[src/rtl/oti_pkg.sv]
package oti_pkg;

  localparam int unsigned OTI_COPIES = 3;

  // Bitwise two-out-of-three majority.
  function automatic logic vote3(input logic a, input logic b, input logic c);
    return (a & b) | (a & c) | (b & c);
  endfunction

endpackage

[src/rtl/oti_rst_sync.sv]
module oti_rst_sync #(
  parameter int unsigned STAGES = 2
) (
  input  logic clk,
  input  logic rst_n,
  output logic rst_sn
);

  logic [STAGES-1:0] sync_q;
  logic [STAGES-1:0] sync_d;

  always_comb begin
    sync_d = {sync_q[STAGES-2:0], 1'b1};
  end

  always_ff @(posedge clk or negedge rst_n) begin
    if (!rst_n) begin
      sync_q <= '0;
    end else begin
      sync_q <= sync_d;
    end
  end

  assign rst_sn = sync_q[STAGES-1];

endmodule

[src/rtl/oti_tmr_reg.sv]
module oti_tmr_reg #(
  parameter int unsigned W = 12,
  parameter logic [W-1:0] RST_VAL = '0
) (
  input  logic         clk,
  input  logic         rst_n,
  input  logic         we,
  input  logic [W-1:0] wdata,
  output logic [W-1:0] q
);

  import oti_pkg::*;

  logic [W-1:0] copy_q [OTI_COPIES];
  logic [W-1:0] voted;
  logic [W-1:0] nxt;

  // Majority vote, one voter per bit.
  for (genvar b = 0; b < int'(W); b++) begin : g_vote
    assign voted[b] = vote3(copy_q[0][b], copy_q[1][b], copy_q[2][b]);
  end

  // Next state: a write wins; otherwise the voted value is scrubbed back.
  always_comb begin
    nxt = we ? wdata : voted;
  end

  for (genvar c = 0; c < int'(OTI_COPIES); c++) begin : g_copy
    always_ff @(posedge clk or negedge rst_n) begin
      if (!rst_n) begin
        copy_q[c] <= RST_VAL;
      end else begin
        copy_q[c] <= nxt;
      end
    end
  end

  assign q = voted;

  // a write is visible through the voter in the next cycle.
  p_write_visible_r3: assert property (@(posedge clk) disable iff (!rst_n)
    we |=> (q == $past(wdata)));

  // without a write the voted value does not drift.
  p_hold_no_write_r4: assert property (@(posedge clk) disable iff (!rst_n)
    !we |=> $stable(q));

endmodule

[src/rtl/oti_trip_eval.sv]
module oti_trip_eval #(
  parameter int unsigned NCH = 24,
  parameter int unsigned CW  = 12,
  parameter int unsigned IW  = 5
) (
  input  logic           smp_vld,
  input  logic [IW-1:0]  smp_chan,
  input  logic [CW-1:0]  smp_code,
  input  logic [CW-1:0]  thr,
  input  logic           armed,
  output logic [NCH-1:0] hit
);

  logic hot;

  // Hotter sensor gives lower code: at or below threshold is over-heat.
  always_comb begin
    hot = smp_vld && armed && (smp_code <= thr);
  end

  for (genvar i = 0; i < int'(NCH); i++) begin : g_chan
    assign hit[i] = hot && (smp_chan == IW'(i));
  end

endmodule

[src/rtl/oti_flag_bank.sv]
module oti_flag_bank #(
  parameter int unsigned NCH = 24,
  parameter int unsigned IW  = 5
) (
  input  logic           clk,
  input  logic           rst_n,
  input  logic           clr,
  input  logic [NCH-1:0] hit,
  output logic [NCH-1:0] flags,
  output logic           latch,
  output logic           first_vld,
  output logic [IW-1:0]  first_chan
);

  logic [NCH-1:0] flags_q, flags_d;
  logic           latch_q, latch_d;
  logic           fv_q, fv_d;
  logic [IW-1:0]  fc_q, fc_d;
  logic           any_hit;
  logic           upd;
  logic [IW-1:0]  hit_idx;

  always_comb begin
    hit_idx = '0;
    for (int i = NCH - 1; i >= 0; i--) begin
      if (hit[i]) hit_idx = IW'(i);
    end
  end

  always_comb begin
    any_hit = |hit;
    upd     = clr | any_hit;
    flags_d = (clr ? '0 : flags_q) | hit;
    latch_d = (clr ? 1'b0 : latch_q) | any_hit;
    fv_d    = clr ? 1'b0 : fv_q;
    fc_d    = fc_q;
    if (!fv_d && any_hit) begin
      fv_d = 1'b1;
      fc_d = hit_idx;
    end
  end

  always_ff @(posedge clk or negedge rst_n) begin
    if (!rst_n) begin
      flags_q <= '0;
      latch_q <= 1'b0;
      fv_q    <= 1'b0;
      fc_q    <= '0;
    end else if (upd) begin
      flags_q <= flags_d;
      latch_q <= latch_d;
      fv_q    <= fv_d;
      fc_q    <= fc_d;
    end
  end

  assign flags      = flags_q;
  assign latch      = latch_q;
  assign first_vld  = fv_q;
  assign first_chan = fc_q;

  p_sticky_r5: assert property (@(posedge clk) disable iff (!rst_n)
    latch_q && !clr |=> latch_q);

  p_clear_r6: assert property (@(posedge clk) disable iff (!rst_n)
    clr && !(|hit) |=> !latch_q && (flags_q == '0) && !fv_q);

  p_clr_trip_r7: assert property (@(posedge clk) disable iff (!rst_n)
    clr && (|hit) |=> latch_q && fv_q);

  p_first_hold_r9: assert property (@(posedge clk) disable iff (!rst_n)
    fv_q && !clr |=> fv_q && $stable(fc_q));

  p_one_hit_r8: assert property (@(posedge clk) disable iff (!rst_n)
    $onehot0(hit));

endmodule

[src/rtl/ot_interlock_latch.sv]
module ot_interlock_latch #(
  parameter int unsigned NCH = 24,
  parameter int unsigned CW  = 12,
  localparam int unsigned IW = $clog2(NCH)
) (
  input  logic           clk,
  input  logic           rst_n,
  input  logic           smp_vld,
  input  logic [IW-1:0]  smp_chan,
  input  logic [CW-1:0]  smp_code,
  input  logic           thr_we,
  input  logic [CW-1:0]  thr_wdata,
  input  logic           arm_we,
  input  logic           arm_wdata,
  input  logic           clr,
  output logic           interlock,
  output logic [NCH-1:0] trip_flags,
  output logic [IW-1:0]  first_chan,
  output logic           first_vld
);

  logic           rst_sn;
  logic [CW-1:0]  thr_v;
  logic [0:0]     arm_v;
  logic [NCH-1:0] hit;

  oti_rst_sync #(.STAGES(2)) u_rst (
    .clk    (clk),
    .rst_n  (rst_n),
    .rst_sn (rst_sn)
  );

  oti_tmr_reg #(.W(CW), .RST_VAL('0)) u_thr (
    .clk   (clk),
    .rst_n (rst_sn),
    .we    (thr_we),
    .wdata (thr_wdata),
    .q     (thr_v)
  );

  oti_tmr_reg #(.W(1), .RST_VAL(1'b0)) u_arm (
    .clk   (clk),
    .rst_n (rst_sn),
    .we    (arm_we),
    .wdata (arm_wdata),
    .q     (arm_v)
  );

  oti_trip_eval #(.NCH(NCH), .CW(CW), .IW(IW)) u_eval (
    .smp_vld  (smp_vld),
    .smp_chan (smp_chan),
    .smp_code (smp_code),
    .thr      (thr_v),
    .armed    (arm_v[0]),
    .hit      (hit)
  );

  oti_flag_bank #(.NCH(NCH), .IW(IW)) u_flags (
    .clk        (clk),
    .rst_n      (rst_sn),
    .clr        (clr),
    .hit        (hit),
    .flags      (trip_flags),
    .latch      (interlock),
    .first_vld  (first_vld),
    .first_chan (first_chan)
  );

  p_disarmed_r4: assert property (@(posedge clk) disable iff (!rst_sn)
    !arm_v[0] && !interlock && !clr |=> !interlock);

  p_range_r10: assert property (@(posedge clk) disable iff (!rst_sn)
    (int'(smp_chan) >= int'(NCH)) && !clr |=> $stable(trip_flags) && $stable(interlock));

  p_novld_r11: assert property (@(posedge clk) disable iff (!rst_sn)
    !smp_vld && !clr |=> $stable(trip_flags) && $stable(interlock));

  p_flags_vs_latch_r8: assert property (@(posedge clk) disable iff (!rst_sn)
    interlock == (|trip_flags));

endmodule

[config.mk]
export PLATFORM = sky130hd
export DESIGN_NAME = ot_interlock_latch
export DESIGN_NICKNAME = d
export VERILOG_FILES = /design/src/rtl/oti_pkg.sv /design/src/rtl/oti_rst_sync.sv /design/src/rtl/oti_tmr_reg.sv /design/src/rtl/oti_trip_eval.sv /design/src/rtl/oti_flag_bank.sv /design/src/rtl/ot_interlock_latch.sv
export SDC_FILE = /design/constraint.sdc
export NUM_CORES = 1
export LEC_CHECK = 0
export BUFFER_PORTS_ARGS = -buffer_cell sky130_fd_sc_hd__buf_2
export CELL_PAD_IN_SITES_DETAIL_PLACEMENT = 0
export CELL_PAD_IN_SITES_GLOBAL_PLACEMENT = 1
export CORE_ASPECT_RATIO = 0.7
export CORE_MARGIN = 3
export CORE_UTILIZATION = 30
export CTS_BUF_LIST = sky130_fd_sc_hd__clkbuf_8
export DETAILED_ROUTE_END_ITERATION = 8
export PLACE_DENSITY_LB_ADDON = 0.12
export SLEW_MARGIN = 20
export SYNTH_ARGS = -nofsm -noshare
export SYNTH_HDL_FRONTEND = slang
export SYNTH_SLANG_ARGS = --single-unit
[constraint.sdc]
create_clock -name clk -period 1.81 [get_ports clk]
set_input_delay 0.362 -clock clk [delete_from_list [all_inputs] [get_ports clk]]
set_output_delay 0.362 -clock clk [all_outputs]
set_load 0.02 [all_outputs]
==> summary.txt <==
Status
  – Outcome: finished, violations left
  – Violated checks: negative setup slack

Final layout
  – Syn-to-layout area delta: 47.2%
  – Filler instances: between 600 and 700
  – Most frequent cells in the layout: buf_2, dfrtp_1, inv_1, o32ai_2, nand2_1
  – Final #Nets: approximately 340
  – Diodes inserted: 0
  – Design area: between 3000 and 4000 um^2
  – FF/Latch Area: between 1000 and 1500 um^2
  – Multi-input logic area: 1120 um^2
  – Layout cells sized above 1: 0.476
  – Finished Layout Cells: 386
  – Most common cell after layout, fill and taps aside: buf_2

STA
  – Fin Clk Skew: 0.0144 ns
  – Setup TNS: -3.45 ns
  – Final Cycle Share: 1.09
  – Pins over their slew limit: 0
  – Worst Slack Setup Final: -0.157 ns
  – Hold Fails Final Rpt: 0
  – Fmax: between 500 and 600 MHz
  – Final min period: just under 2 ns
  – RSZ-0062 raised after global routing: true
  – Final setup vio count: 31

Place
  – HPWL Detailed: about 4200 um
  – Placer Congestion: approximately 0.73
  – Area post-placement: 2880 um^2
  – DP Cell Count: 375
  – # port buffers: 66

CTS
  – Clk sink count: 46
  – Clk slew on worst S/H paths: roughly 0.1 ns
  – Worst skew pair latency: roughly 0.30 ns
  – Max Root-Sink Buffers: 2
  – Clock root buffer: clkbuf_8
  – TritonCTS Buffers: 5
  – H-tree Lvls: 2
  – CTS tree: done

Worst setup path
  – Cell Chain, Critical Path: inv_2 > ha_4 > nor2b_1 > o211ai_1 > a211oi_4 > o31a_4 > clkbuf_16 > o32ai_1
  – CP Data Required Time: between 2 and 2.5 ns
  – Crit path arrival time: between 2 and 2.5 ns
  – CP max-delay cell: dfrtp_1
  – Crit path kind: reg -> reg
  – Crit start category: flip-flop
  – Critical Path End Type: flip-flop
  – Critical path peak fanout: 12
  – Max incr delay on CP: between 0.3 and 0.4 ns

Detailed routing
  – Via count: between 1.5k and 2k
  – Initial DRC Count: 80
  – Pre-antenna DRT Iters: 4
  – Routed wire per std cell: 14.9 um
  – Final antenna-violating net count: 0
  – DRC errors left: 0
  – Via-per-instance ratio: approximately 4.8
  – Detailed Route WL: 5750 um

GRT
  – Initial antenna violation count: 0
  – First-pass GRT wire length: a little over 9000 um
  – GRT overflow: 0
  – Number of global-route vias before repair: approximately 1.9k
  – Largest net degree at the start of global routing: 33
  – All-Layer GR Usage: 0.142

Logic synthesis
  – Register area share after synthesis: 0.532
  – Synth unique cells: 32
  – Post-synth top flop: dfrtp_1
  – Synthesized instance count: 209
  – Synthesized area: 2160 um^2
  – Ys async rst share: 1.00
  – Mapped Nets: approximately 260
  – Number of synthesized flops with an enable pin: 0
  – #FFs+latches synth: between 40 and 50
  – Ys Warns: 0
  – Avg Cell Area, Syn: 10.4 um^2

Power
  – Pwr dens: 854 nW/um^2
  – Maximum VDD drop: ~350 uV
  – Sw Pwr: roughly 0.79 mW
  – Leak pwr: around 1.4 nW
  – Pint: 1.93 mW
  – Clock share of power: 0.338
  – Switching share of power: 0.289
  – Flop pwr share: 0.424
  – Combinational Power Share: 0.238

Floorplanning
  – Core area: between 6000 and 7000 um^2
  – # rows: 25
  – Die width: about 110 um
  – Chip height: a little under 80 um
  – Io pins: 67
  – DIE AREA: 8290 um^2
  – Initial Util: 0.315

Worst hold path
  – Hold/Removal Path Class: reg -> async

Job
  – Max Cap Viol: 0
Yosys cell counts, types with 3 or more instances:
cell / number / share of area
nand2_1: 20 / 0.035
dfrtp_1: 46 / 0.53
clkbuf_1: 5 / 0.0087
o21ai_0: 15 / 0.035
inv_1: 40 / 0.069
buf_6: 3 / 0.016
ha_1: 12 / 0.069
nand4_1: 3 / 0.0087
o32ai_1: 27 / 0.11
nand3_1: 6 / 0.014
a21oi_1: 5 / 0.012
kinds of logic (layout without fill, tap and decap cells):
kind of cell / Yosys count / after routing / synth area share
flip-flops: 46 / 46 / 0.532
other: 1 / 1 / 0.00173
AO/OA/AOI/OAI: 60 / 60 / 0.205
buffers and inverters: 48 / 131 / 0.0936
adder cells (fa/ha/maj): 12 / 12 / 0.0694
multiplexers: 2 / 2 / 0.0104
AND/OR/NAND/NOR: 40 / 40 / 0.0879
per-layer routing:
metal | wire, um | vias to the layer above | global-route usage
met5 | 0 | - | 0
met4 | 22 | 0 | 0.0303
met3 | 258 | 2 | 0.0328
met2 | 2470 | 35 | 0.200
met1 | 3000 | 896 | 0.220
li1 | - | 907 | -
final timing paths:
kind	startpoint	endpoint	slack, ns	cells after the start
worst min register to register	u_rst.sync_q[1]	u_thr.copy_q[13]	0.17	0
max in group asynchronous	u_rst.sync_q[1]	u_flags.flags[13]	1.16	1
worst min-delay path	u_rst.sync_q[1]	u_thr.copy_q[13]	0.17	0
worst max register to register	u_thr.copy_q[13]	u_flags.flags[15]	-0.16	8
min in group clk	thr_wdata[7]	u_thr.copy_q[19]	0.27	3
worst max-delay path	u_thr.copy_q[13]	u_flags.flags[15]	-0.16	8
power groups by stage:
| stage | registers (mW) | clock network (mW) | logic [mW] |
|---|---|---|---|
| after detailed placement | 1.18 | 0 | 0.570 |
| after floorplan | 1.24 | 0 | 0.288 |
| final | 1.15 | 0.918 | 0.648 |
| after global routing | 1.17 | 0.997 | 0.714 |
| after global placement | 1.17 | 0 | 0.568 |
| after CTS | 1.16 | 0.950 | 0.603 |
critical path, delay by kind of cell (launching register included):
kind | cells | cell delay, ns
flops | 1 | 0.38
compound gates | 4 | 0.94
fa+ha+maj | 1 | 0.19
buf+inv | 2 | 0.26
simple gates | 1 | 0.12
per-stage QoR:
| stage | power [mW] | setup WS [ns] | hold WS (ns) | utilization |
|---|---|---|---|---|
| finish | 2.72 | -0.157 | 0.171 | 0.463 |
| global route | 2.88 | -0.209 | 0.201 | 0.463 |
| CTS | 2.71 | -0.136 | 0.187 | 0.447 |
| detailed placement | 1.74 | -0.237 | 0.149 | 0.418 |
| global placement | 1.74 | -0.212 | 0.148 | 0.418 |
| floorplan | 1.53 | -0.00317 | 0.0664 | - |
sequential cells by signal, indices dropped and copies added (netlist names):
signal / flops
u_flags.flags: 24
u_thr.copy_q: 12
u_flags.first_chan: 5
u_rst.sync_q: 2
u_arm.copy_q: 1
u_flags.first_vld: 1
u_flags.latch: 1
layout make-up:
type,count,share of cell area
sequential,46,0.362
multi-input combinational,115,0.353
timing repair buffer,83,0.158
inverter,40,0.0471
tap,94,0.0369
clock buffer,5,0.0216
clock inverter,3,0.0216
repair_timing:
| action | in CTS | in global routing |
|---|---|---|
| gates cloned | 0 | 1 |
| hold buffers | 1 | 0 |
| gates resized for setup | 10 | 12 |
| endpoints found under the setup margin | 31 | 31 |
| buffers inserted | 0 | 1 |
| endpoints found under the hold margin | 2 | 0 |
| pin swaps | 0 | 3 |
Power figures use the tool's default switching activity.
